==> config.mk <==
export PLATFORM = sky130hd
export DESIGN_NAME = issue_queue
export DESIGN_NICKNAME = d
export VERILOG_FILES = /design/src/rtl/iq_pkg.sv /design/src/rtl/iq_wakeup.sv /design/src/rtl/iq_select.sv /design/src/rtl/issue_queue.sv
export SDC_FILE = /design/constraint.sdc
export NUM_CORES = 1
export LEC_CHECK = 0
export BUFFER_PORTS_ARGS = -buffer_cell sky130_fd_sc_hd__buf_4
export CAP_MARGIN = 25
export CORE_ASPECT_RATIO = 0.75
export CORE_UTILIZATION = 30
export DETAILED_ROUTE_END_ITERATION = 12
export GPL_TIMING_DRIVEN = 0
export MAX_ROUTING_LAYER = met4
export SLEW_MARGIN = 20
export SYNTH_ARGS = -nofsm -noshare
export SYNTH_HDL_FRONTEND = slang
export SYNTH_HIERARCHICAL = 1
export SYNTH_SLANG_ARGS = --single-unit
==> constraint.sdc <==
create_clock -name clk -period 16.9 [get_ports clk]
set_input_delay 0.845 -clock clk [delete_from_list [all_inputs] [get_ports clk]]
set_output_delay 0.845 -clock clk [all_outputs]
set_load 0.02 [all_outputs]
==> src/rtl/iq_pkg.sv <==
package iq_pkg;
    parameter int OP_W  = 6;
    parameter int TAG_W = 6;
    parameter int SEQ_W = 6;

    typedef logic [OP_W-1:0]  op_t;
    typedef logic [TAG_W-1:0] tag_t;
    typedef logic [SEQ_W-1:0] seq_t;

    typedef struct packed {
        logic valid;
        op_t  op;
        tag_t dst;
        tag_t src1;
        logic rdy1;
        tag_t src2;
        logic rdy2;
        seq_t seq;
    } iq_entry_t;

    // a is older than b when the wrapped difference a-b is negative
    function automatic logic seq_older(seq_t a, seq_t b);
        seq_t diff;
        diff = a - b;
        return diff[SEQ_W-1];
    endfunction
endpackage

==> src/rtl/iq_wakeup.sv <==
module iq_wakeup
    import iq_pkg::*;
#(
    parameter int BCAST_W = 3
) (
    input  tag_t                     tag,
    input  logic [BCAST_W-1:0]       bc_valid,
    input  tag_t [BCAST_W-1:0]       bc_tag,
    output logic                     hit
);
    always_comb begin
        hit = 1'b0;
        for (int p = 0; p < BCAST_W; p++) begin
            if (bc_valid[p] && (bc_tag[p] == tag)) hit = 1'b1;
        end
    end
endmodule

==> src/rtl/iq_select.sv <==
module iq_select
    import iq_pkg::*;
#(
    parameter int DEPTH   = 8,
    parameter int ISSUE_W = 3,
    localparam int IDX_W  = $clog2(DEPTH),
    localparam int CNT_W  = $clog2(DEPTH + 1)
) (
    input  logic [DEPTH-1:0]              req,
    input  seq_t [DEPTH-1:0]              seq,
    output logic [ISSUE_W-1:0]            gnt_valid,
    output logic [ISSUE_W-1:0][IDX_W-1:0] gnt_idx,
    output logic [DEPTH-1:0]              gnt_mask
);
    logic [DEPTH-1:0][CNT_W-1:0] rank;

    // rank of a requester = number of older requesters
    always_comb begin
        for (int i = 0; i < DEPTH; i++) begin
            rank[i] = '0;
            for (int j = 0; j < DEPTH; j++) begin
                if (j != i && req[j] && seq_older(seq[j], seq[i]))
                    rank[i] = rank[i] + CNT_W'(1);
            end
            gnt_mask[i] = req[i] && (rank[i] < CNT_W'(ISSUE_W));
        end
    end

    always_comb begin
        for (int k = 0; k < ISSUE_W; k++) begin
            gnt_valid[k] = 1'b0;
            gnt_idx[k]   = '0;
            for (int i = 0; i < DEPTH; i++) begin
                if (req[i] && (rank[i] == CNT_W'(k))) begin
                    gnt_valid[k] = 1'b1;
                    gnt_idx[k]   = IDX_W'(i);
                end
            end
        end
    end
endmodule

==> src/rtl/issue_queue.sv <==
module issue_queue
    import iq_pkg::*;
#(
    parameter int DEPTH   = 8,
    parameter int ISSUE_W = 3,
    parameter int BCAST_W = 3
) (
    input  logic                       clk,
    input  logic                       rst_n,
    input  logic                       ins_valid,
    output logic                       ins_ready,
    input  logic [OP_W-1:0]            ins_op,
    input  logic [TAG_W-1:0]           ins_dst,
    input  logic [TAG_W-1:0]           ins_src1,
    input  logic                       ins_src1_rdy,
    input  logic [TAG_W-1:0]           ins_src2,
    input  logic                       ins_src2_rdy,
    input  logic [SEQ_W-1:0]           ins_seq,
    input  logic [BCAST_W-1:0]         bc_valid,
    input  logic [BCAST_W-1:0][TAG_W-1:0] bc_tag,
    output logic [ISSUE_W-1:0]         iss_valid,
    output logic [ISSUE_W-1:0][OP_W-1:0]  iss_op,
    output logic [ISSUE_W-1:0][TAG_W-1:0] iss_dst,
    output logic [ISSUE_W-1:0][TAG_W-1:0] iss_src1,
    output logic [ISSUE_W-1:0][TAG_W-1:0] iss_src2,
    input  logic                       flush_valid,
    input  logic                       flush_all,
    input  logic [SEQ_W-1:0]           flush_seq
);
    localparam int IDX_W = $clog2(DEPTH);

    typedef struct packed {
        iq_entry_t [DEPTH-1:0] ent;
    } state_t;

    state_t st_d, st_q;

    logic [DEPTH-1:0]              valid_vec, req_vec, hit1, hit2, gnt_mask;
    seq_t [DEPTH-1:0]              seq_vec;
    logic [ISSUE_W-1:0]            gnt_valid;
    logic [ISSUE_W-1:0][IDX_W-1:0] gnt_idx;
    logic                          ins_hit1, ins_hit2, full;
    logic [IDX_W-1:0]              free_idx;

    // per-entry wakeup comparators
    for (genvar i = 0; i < DEPTH; i++) begin : g_ent
        assign valid_vec[i] = st_q.ent[i].valid;
        assign seq_vec[i]   = st_q.ent[i].seq;
        assign req_vec[i]   = st_q.ent[i].valid && st_q.ent[i].rdy1 && st_q.ent[i].rdy2;

        iq_wakeup #(.BCAST_W(BCAST_W)) u_wk1 (
            .tag(st_q.ent[i].src1), .bc_valid(bc_valid), .bc_tag(bc_tag), .hit(hit1[i]));
        iq_wakeup #(.BCAST_W(BCAST_W)) u_wk2 (
            .tag(st_q.ent[i].src2), .bc_valid(bc_valid), .bc_tag(bc_tag), .hit(hit2[i]));


        wake_src1_chk: assert property (@(posedge clk) disable iff (!rst_n)
            st_q.ent[i].valid && hit1[i] && !gnt_mask[i] && !flush_valid |=> st_q.ent[i].rdy1);

        wake_src2_chk: assert property (@(posedge clk) disable iff (!rst_n)
            st_q.ent[i].valid && hit2[i] && !gnt_mask[i] && !flush_valid |=> st_q.ent[i].rdy2);

        issue_frees_chk: assert property (@(posedge clk) disable iff (!rst_n)
            gnt_mask[i] |=> !st_q.ent[i].valid);
    end

    // same-cycle wakeup for the incoming instruction
    iq_wakeup #(.BCAST_W(BCAST_W)) u_wk_ins1 (
        .tag(ins_src1), .bc_valid(bc_valid), .bc_tag(bc_tag), .hit(ins_hit1));
    iq_wakeup #(.BCAST_W(BCAST_W)) u_wk_ins2 (
        .tag(ins_src2), .bc_valid(bc_valid), .bc_tag(bc_tag), .hit(ins_hit2));

    iq_select #(.DEPTH(DEPTH), .ISSUE_W(ISSUE_W)) u_sel (
        .req(req_vec), .seq(seq_vec),
        .gnt_valid(gnt_valid), .gnt_idx(gnt_idx), .gnt_mask(gnt_mask));

    // lowest free slot
    always_comb begin
        full     = &valid_vec;
        free_idx = '0;
        for (int i = DEPTH - 1; i >= 0; i--) begin
            if (!valid_vec[i]) free_idx = IDX_W'(i);
        end
    end

    assign ins_ready = !full && !flush_valid;

    always_comb begin
        st_d = st_q;
        for (int i = 0; i < DEPTH; i++) begin
            if (st_q.ent[i].valid) begin
                st_d.ent[i].rdy1 = st_q.ent[i].rdy1 | hit1[i];
                st_d.ent[i].rdy2 = st_q.ent[i].rdy2 | hit2[i];
            end
            if (gnt_mask[i]) st_d.ent[i].valid = 1'b0;
        end
        if (ins_valid && ins_ready) begin
            st_d.ent[free_idx].valid = 1'b1;
            st_d.ent[free_idx].op    = ins_op;
            st_d.ent[free_idx].dst   = ins_dst;
            st_d.ent[free_idx].src1  = ins_src1;
            st_d.ent[free_idx].rdy1  = ins_src1_rdy | ins_hit1;
            st_d.ent[free_idx].src2  = ins_src2;
            st_d.ent[free_idx].rdy2  = ins_src2_rdy | ins_hit2;
            st_d.ent[free_idx].seq   = ins_seq;
        end
        if (flush_valid) begin
            for (int i = 0; i < DEPTH; i++) begin
                if (flush_all || seq_older(flush_seq, st_q.ent[i].seq))
                    st_d.ent[i].valid = 1'b0;
            end
        end
    end

    always_ff @(posedge clk) begin
        if (!rst_n) st_q <= '0;
        else        st_q <= st_d;
    end

    always_comb begin
        for (int k = 0; k < ISSUE_W; k++) begin
            iss_valid[k] = gnt_valid[k];
            iss_op[k]    = st_q.ent[gnt_idx[k]].op;
            iss_dst[k]   = st_q.ent[gnt_idx[k]].dst;
            iss_src1[k]  = st_q.ent[gnt_idx[k]].src1;
            iss_src2[k]  = st_q.ent[gnt_idx[k]].src2;
        end
    end


    no_overflow_chk: assert property (@(posedge clk) disable iff (!rst_n)
        ins_valid && !ins_ready && !flush_valid |=> $countones(valid_vec) <= $past($countones(valid_vec)));

    flush_all_chk: assert property (@(posedge clk) disable iff (!rst_n)
        flush_valid && flush_all |=> valid_vec == '0);

    issue_width_chk: assert property (@(posedge clk) disable iff (!rst_n)
        $countones(gnt_mask) <= ISSUE_W);

    issue_ready_chk: assert property (@(posedge clk) disable iff (!rst_n)
        iss_valid[0] |-> st_q.ent[gnt_idx[0]].valid && st_q.ent[gnt_idx[0]].rdy1 && st_q.ent[gnt_idx[0]].rdy2);
endmodule

-- After elaboration in Yosys (flattened, before gate mapping)
Index checks and enable logic that the tools add are counted.
- register bits: 264
- input port bits: 64
- output and inout bits: 76
- word-level logic and storage cells: 691
- add/subtract/negate cells: 112
- order comparisons: 13
- eq/ne operators: 70
- multiplexer cells: 234
- bitwise operators: 18
- reduce and logical (&&, ||, !) cells: 180
- operator list (operator ; count):
    bitwise mux 264 bit ; 8
    demux 33 bit (select 3 bit) ; 8
    subtractor 6 bit ; 64
    equality test 6 bit ; 54
    binary-select mux 33 bit (select 3 bit) ; 3
    two-way mux 264 bit ; 1
    adder 4 x 1 -> 4 bit (second input constant) ; 47
    two-way mux 4 bit ; 47
    logical AND 1 bit ; 161
    two-way mux 1 bit ; 129
    two-way mux 32 bit ; 4
    two-way mux 3 bit ; 20
    two-way mux 33 bit ; 1
    equality test 4 x 1 -> 1 bit (second input constant) ; 8
    equality test 4 x 2 -> 1 bit (second input constant) ; 8
    logical NOT 4 bit ; 8
    < comparator 4 x 2 -> 1 bit (second input constant) ; 8
    two-way mux 26 bit ; 1
    two-way mux 20 bit ; 1
    OR 1 bit ; 18
    < comparator 3 x 4 -> 1 bit (second input constant) ; 4
    two-way mux 14 bit ; 1
    two-way mux 2 bit ; 7
    two-way mux 13 bit ; 1
    7 further kinds ; 15

-- Longest topological paths before layout
- depth in word-level cells: 30
- mapped depth: 40
- depth with buffers taken out: 38

-- Modules after synthesis
The synthesis kept the hierarchy.
- by module, submodules not included (module ; instances ; cells an instance ; area each (um^2) ; seq. area each (um^2)):
    issue_queue ; 1 ; 1494 ; 15494.9 ; 5285.1
    iq_select ; 1 ; 1376 ; 10734.0 ; 0.0
    iq_wakeup ; 18 ; 25 ; 201.4 ; 0.0

-- Least setup slack after synthesis
OpenSTA, ideal clock, no wires.
- kind: register to output
- start point: register (tool-made name)
- end point: output port iss_src1[13] in the netlist's numbering
- data arrival time: 7.404 ns
- slack: 8.651 ns
- cell stages (with the launch flop): 40
- buffers on the path: 2
- cells stage by stage: dfxtp_1 > inv_1 > ha_1 > a21oi_1 > nor2b_1 > o21ai_0 > nand2b_1 > a21oi_1 > xnor2_1 > and2_1 > ha_1 > nor2_1 > nand2_1 > mux2i_1 > nor2_1 > inv_1 > ha_1 > nand2b_1 > [4 not listed] > ha_1 > mux2i_1 > inv_1 > ha_1 > nand2_1 > nor2_1 > mux2i_1 > xnor2_1 > xnor2_1 > nand4b_1 > mux2i_2 > o21ai_0 > a21boi_0 > o21ai_1 > buf_2 > buf_2 > mux4_2 > mux2_2
- RTL lines (item ; RTL line ; RTL):
    end: declaration ; issue_queue.sv:24 ; output logic [ISSUE_W-1:0][TAG_W-1:0] iss_src1,

==> impl_metrics.json <==
{
  "cp.arrival_ps": 10920,
  "post-cts-setup-buffers": 0,
  "synth_seq_cells": 264,
  "power.density_nw_per_um2": 45.7,
  "grt_max_degree": 19,
  "criticalPathCategory": "register to primary output",
  "start_kind": "register",
  "critPathMostFrequentCell": "ha_1",
  "antenna_found_initial": 5,
  "yosysTopAreaCell": "dfxtp_1",
  "cts_buffers": 27,
  "cp_slowest_cell": "clkbuf_1",
  "setup_violations": 0,
  "slew_violations": 0,
  "yosysMostFrequentCell": "nand2_1",
  "overflow": 0,
  "dp_hpwl_um": 89200,
  "max_slew_margin_pct": 19.0,
  "clock-root-buffer": "clkbuf_16",
  "routed_via_density": 5.67,
  "hold_buffers": 0,
  "drive_above_1_share_pct": 14.1,
  "wl_um": 119000,
  "route.detailed.drc": 0,
  "reg2regPathDepth": 33,
  "rsz0062_at_grt": "false",
  "gp_congestion": 0.999,
  "fmax_mhz": 85.0,
  "clock_sinks": 264,
  "die_h_um": 275,
  "synth.avg_cell_area_um2": 8.99,
  "wl_per_cell_um": 24.7,
  "seq_area_um2": 5290,
  "area_growth_pct": 11.6,
  "grt_pass1_wl_um": 170000,
  "endpoint_kind": "primary output",
  "firstDrtPassIters": 5,
  "finalNetCount": 3841,
  "cap_violations": 0,
  "synth_common_cells": "nand2_1 (380), ha_1 (306), dfxtp_1 (264)",
  "insertion_delay_ps": 600,
  "die_w_um": 366,
  "final-hold-violation-count": 0,
  "synth_cell_types": 104,
  "clockBufferDepth": 3,
  "numPortBuffers": 119,
  "fin_area_um2": 33300,
  "antenna_left": 0,
  "min_period_ps": 11770,
  "cp.required_ps": 16060,
  "syn_inst": 3320,
  "num_rows": 99,
  "skew_ps": 13.4,
  "min_path_type": "register to register",
  "synthTopCellsByArea": "dfxtp_1 (18%), ha_1 (13%), mux4_2 (11%)",
  "cts_resized": 0,
  "htreeDepth": 1,
  "start_util_pct": 30.5,
  "worstReg2RegEnd": "st_q[98]$_SDFF_PN0_",
  "cp_max_fo": 10,
  "regToRegSetupSlack_ps": 8790,
  "async_reset_ff_share_pct": 0,
  "synth.top_cell.area_share_pct": 17.7,
  "path_clk_slew_ps": 70,
  "yosys_most_used_dff": "dfxtp_1",
  "p_leak_nw": 13.3,
  "placed_area_um2": 32400,
  "cts_tree": "yes",
  "multi_input_area_um2": 23300,
  "vias": 27254,
  "io_pins": 140,
  "coreArea_um2": 98000,
  "grt_pass1_vias": 24733,
  "design.die.area_um2": 101000,
  "max_stage_delay_ps": 910,
  "syn-num-nets": 3690,
  "drt_iter0_markers": 3145,
  "tns_ps": 0,
  "worstMarginPinSlew_ps": 1210,
  "synthesis.area_um2": 29900,
  "ir_worst_vdd_uv": 68.4,
  "period_share_pct": 69.6,
  "num-fill-cells": 10035,
  "ys_seq_area_share_pct": 17.7,
  "synth_edf_count": 0,
  "min_path_cells": 2,
  "status": "complete, no violations",
  "grt_use_total_pct": 23.2,
  "ys_warn_count": 6
}
-- worst max-delay path, delay by kind of cell, from the launching register on --
family                   cells  cell delay (ps)
buffers and inverters        6             2370
AND/OR/NAND/NOR             12             1390
multiplexers                 6             1890
adder cells (fa/ha/maj)      6             1740
AO/OA/AOI/OAI                7             1800
XOR/XNOR                     3              450
flip-flops                   1              670
-- layout by cell type, fill, tap and decap left out, types with 71 or more instances in the layout --
master and instances:
nor2b_1 152, xor2_1 217, xnor2_1 241, inv_1 132, dfxtp_1 264, a21boi_0 125
mux4_2 145, clkbuf_1 130, nand4_1 73, mux2i_1 145, mux2_2 87, a21oi_1 109
ha_1 306, buf_4 121, nand2_1 380, o21ai_0 71
-- per-layer routing --
| metal | share of wire, % | vias up | wire [µm] | track usage, % |
|---|---|---|---|---|
| li1 | - | 12221 | - | - |
| met1 | 45 | 13278 | 53300 | 33.5 |
| met2 | 40 | 1536 | 47400 | 31.7 |
| met3 | 12 | 219 | 14700 | 5.87 |
| met4 | 2.6 | 0 | 3130 | 5.68 |
| met5 | 0 | - | 0 | - |
-- through the flow --
step	utilization [%]	setup slack [ps]	power (mW)	hold WS (ps)	std cells
floorplan	-	8650	0.787	460	3320
global placement	33.1	5970	0.895	475	4752
detailed placement	33.1	5940	0.898	484	4753
CTS	34.0	5300	1.51	493	4800
global route	34.0	4690	1.56	514	4805
finish	34.0	5130	1.52	494	4805
-- worst max path at each step --
stage | from | to | slack [ps] | depth (start not counted)
2_1_floorplan | register | iss_src1[13] | 8650 | 39
3_3_place_gp | register | iss_src2[15] | 5970 | 40
3_5_place_dp | register | iss_src2[15] | 5940 | 40
4_1_cts | register | iss_src2[15] | 5300 | 40
5_1_grt | register | iss_op[13] | 4690 | 40
6_report | register | iss_op[13] | 5130 | 40
-- where the power goes --
group / switching, mW / internal [mW]
clock network: 0.282 / 0.347
registers: 0.0119 / 0.627
logic: 0.159 / 0.0948
total: 0.454 / 1.07
-- layout make-up --
| type | count | share of cell area (%) |
|---|---|---|
| Multi-Input combinational cell | 2744 | 69.9 |
| Antenna cell | 3 | 0.0225 |
| Timing Repair Buffer | 122 | 2.79 |
| Tap cell | 1313 | 4.93 |
| Inverter | 135 | 1.52 |
| Clock inverter | 11 | 0.379 |
| Buffer | 177 | 2.35 |
| Clock buffer | 36 | 2.28 |
| Sequential cell | 264 | 15.9 |
-- kinds of logic after synthesis --
logic type	count (synthesis)	synth area share, %
mux	378	19.1
simple gates	1023	18.0
compound gates	556	13.0
buf+inv	312	4.29
xor+xnor	481	15.1
fa+ha+maj	306	12.8
flops	264	17.7
Power figures use the tool's default switching activity.
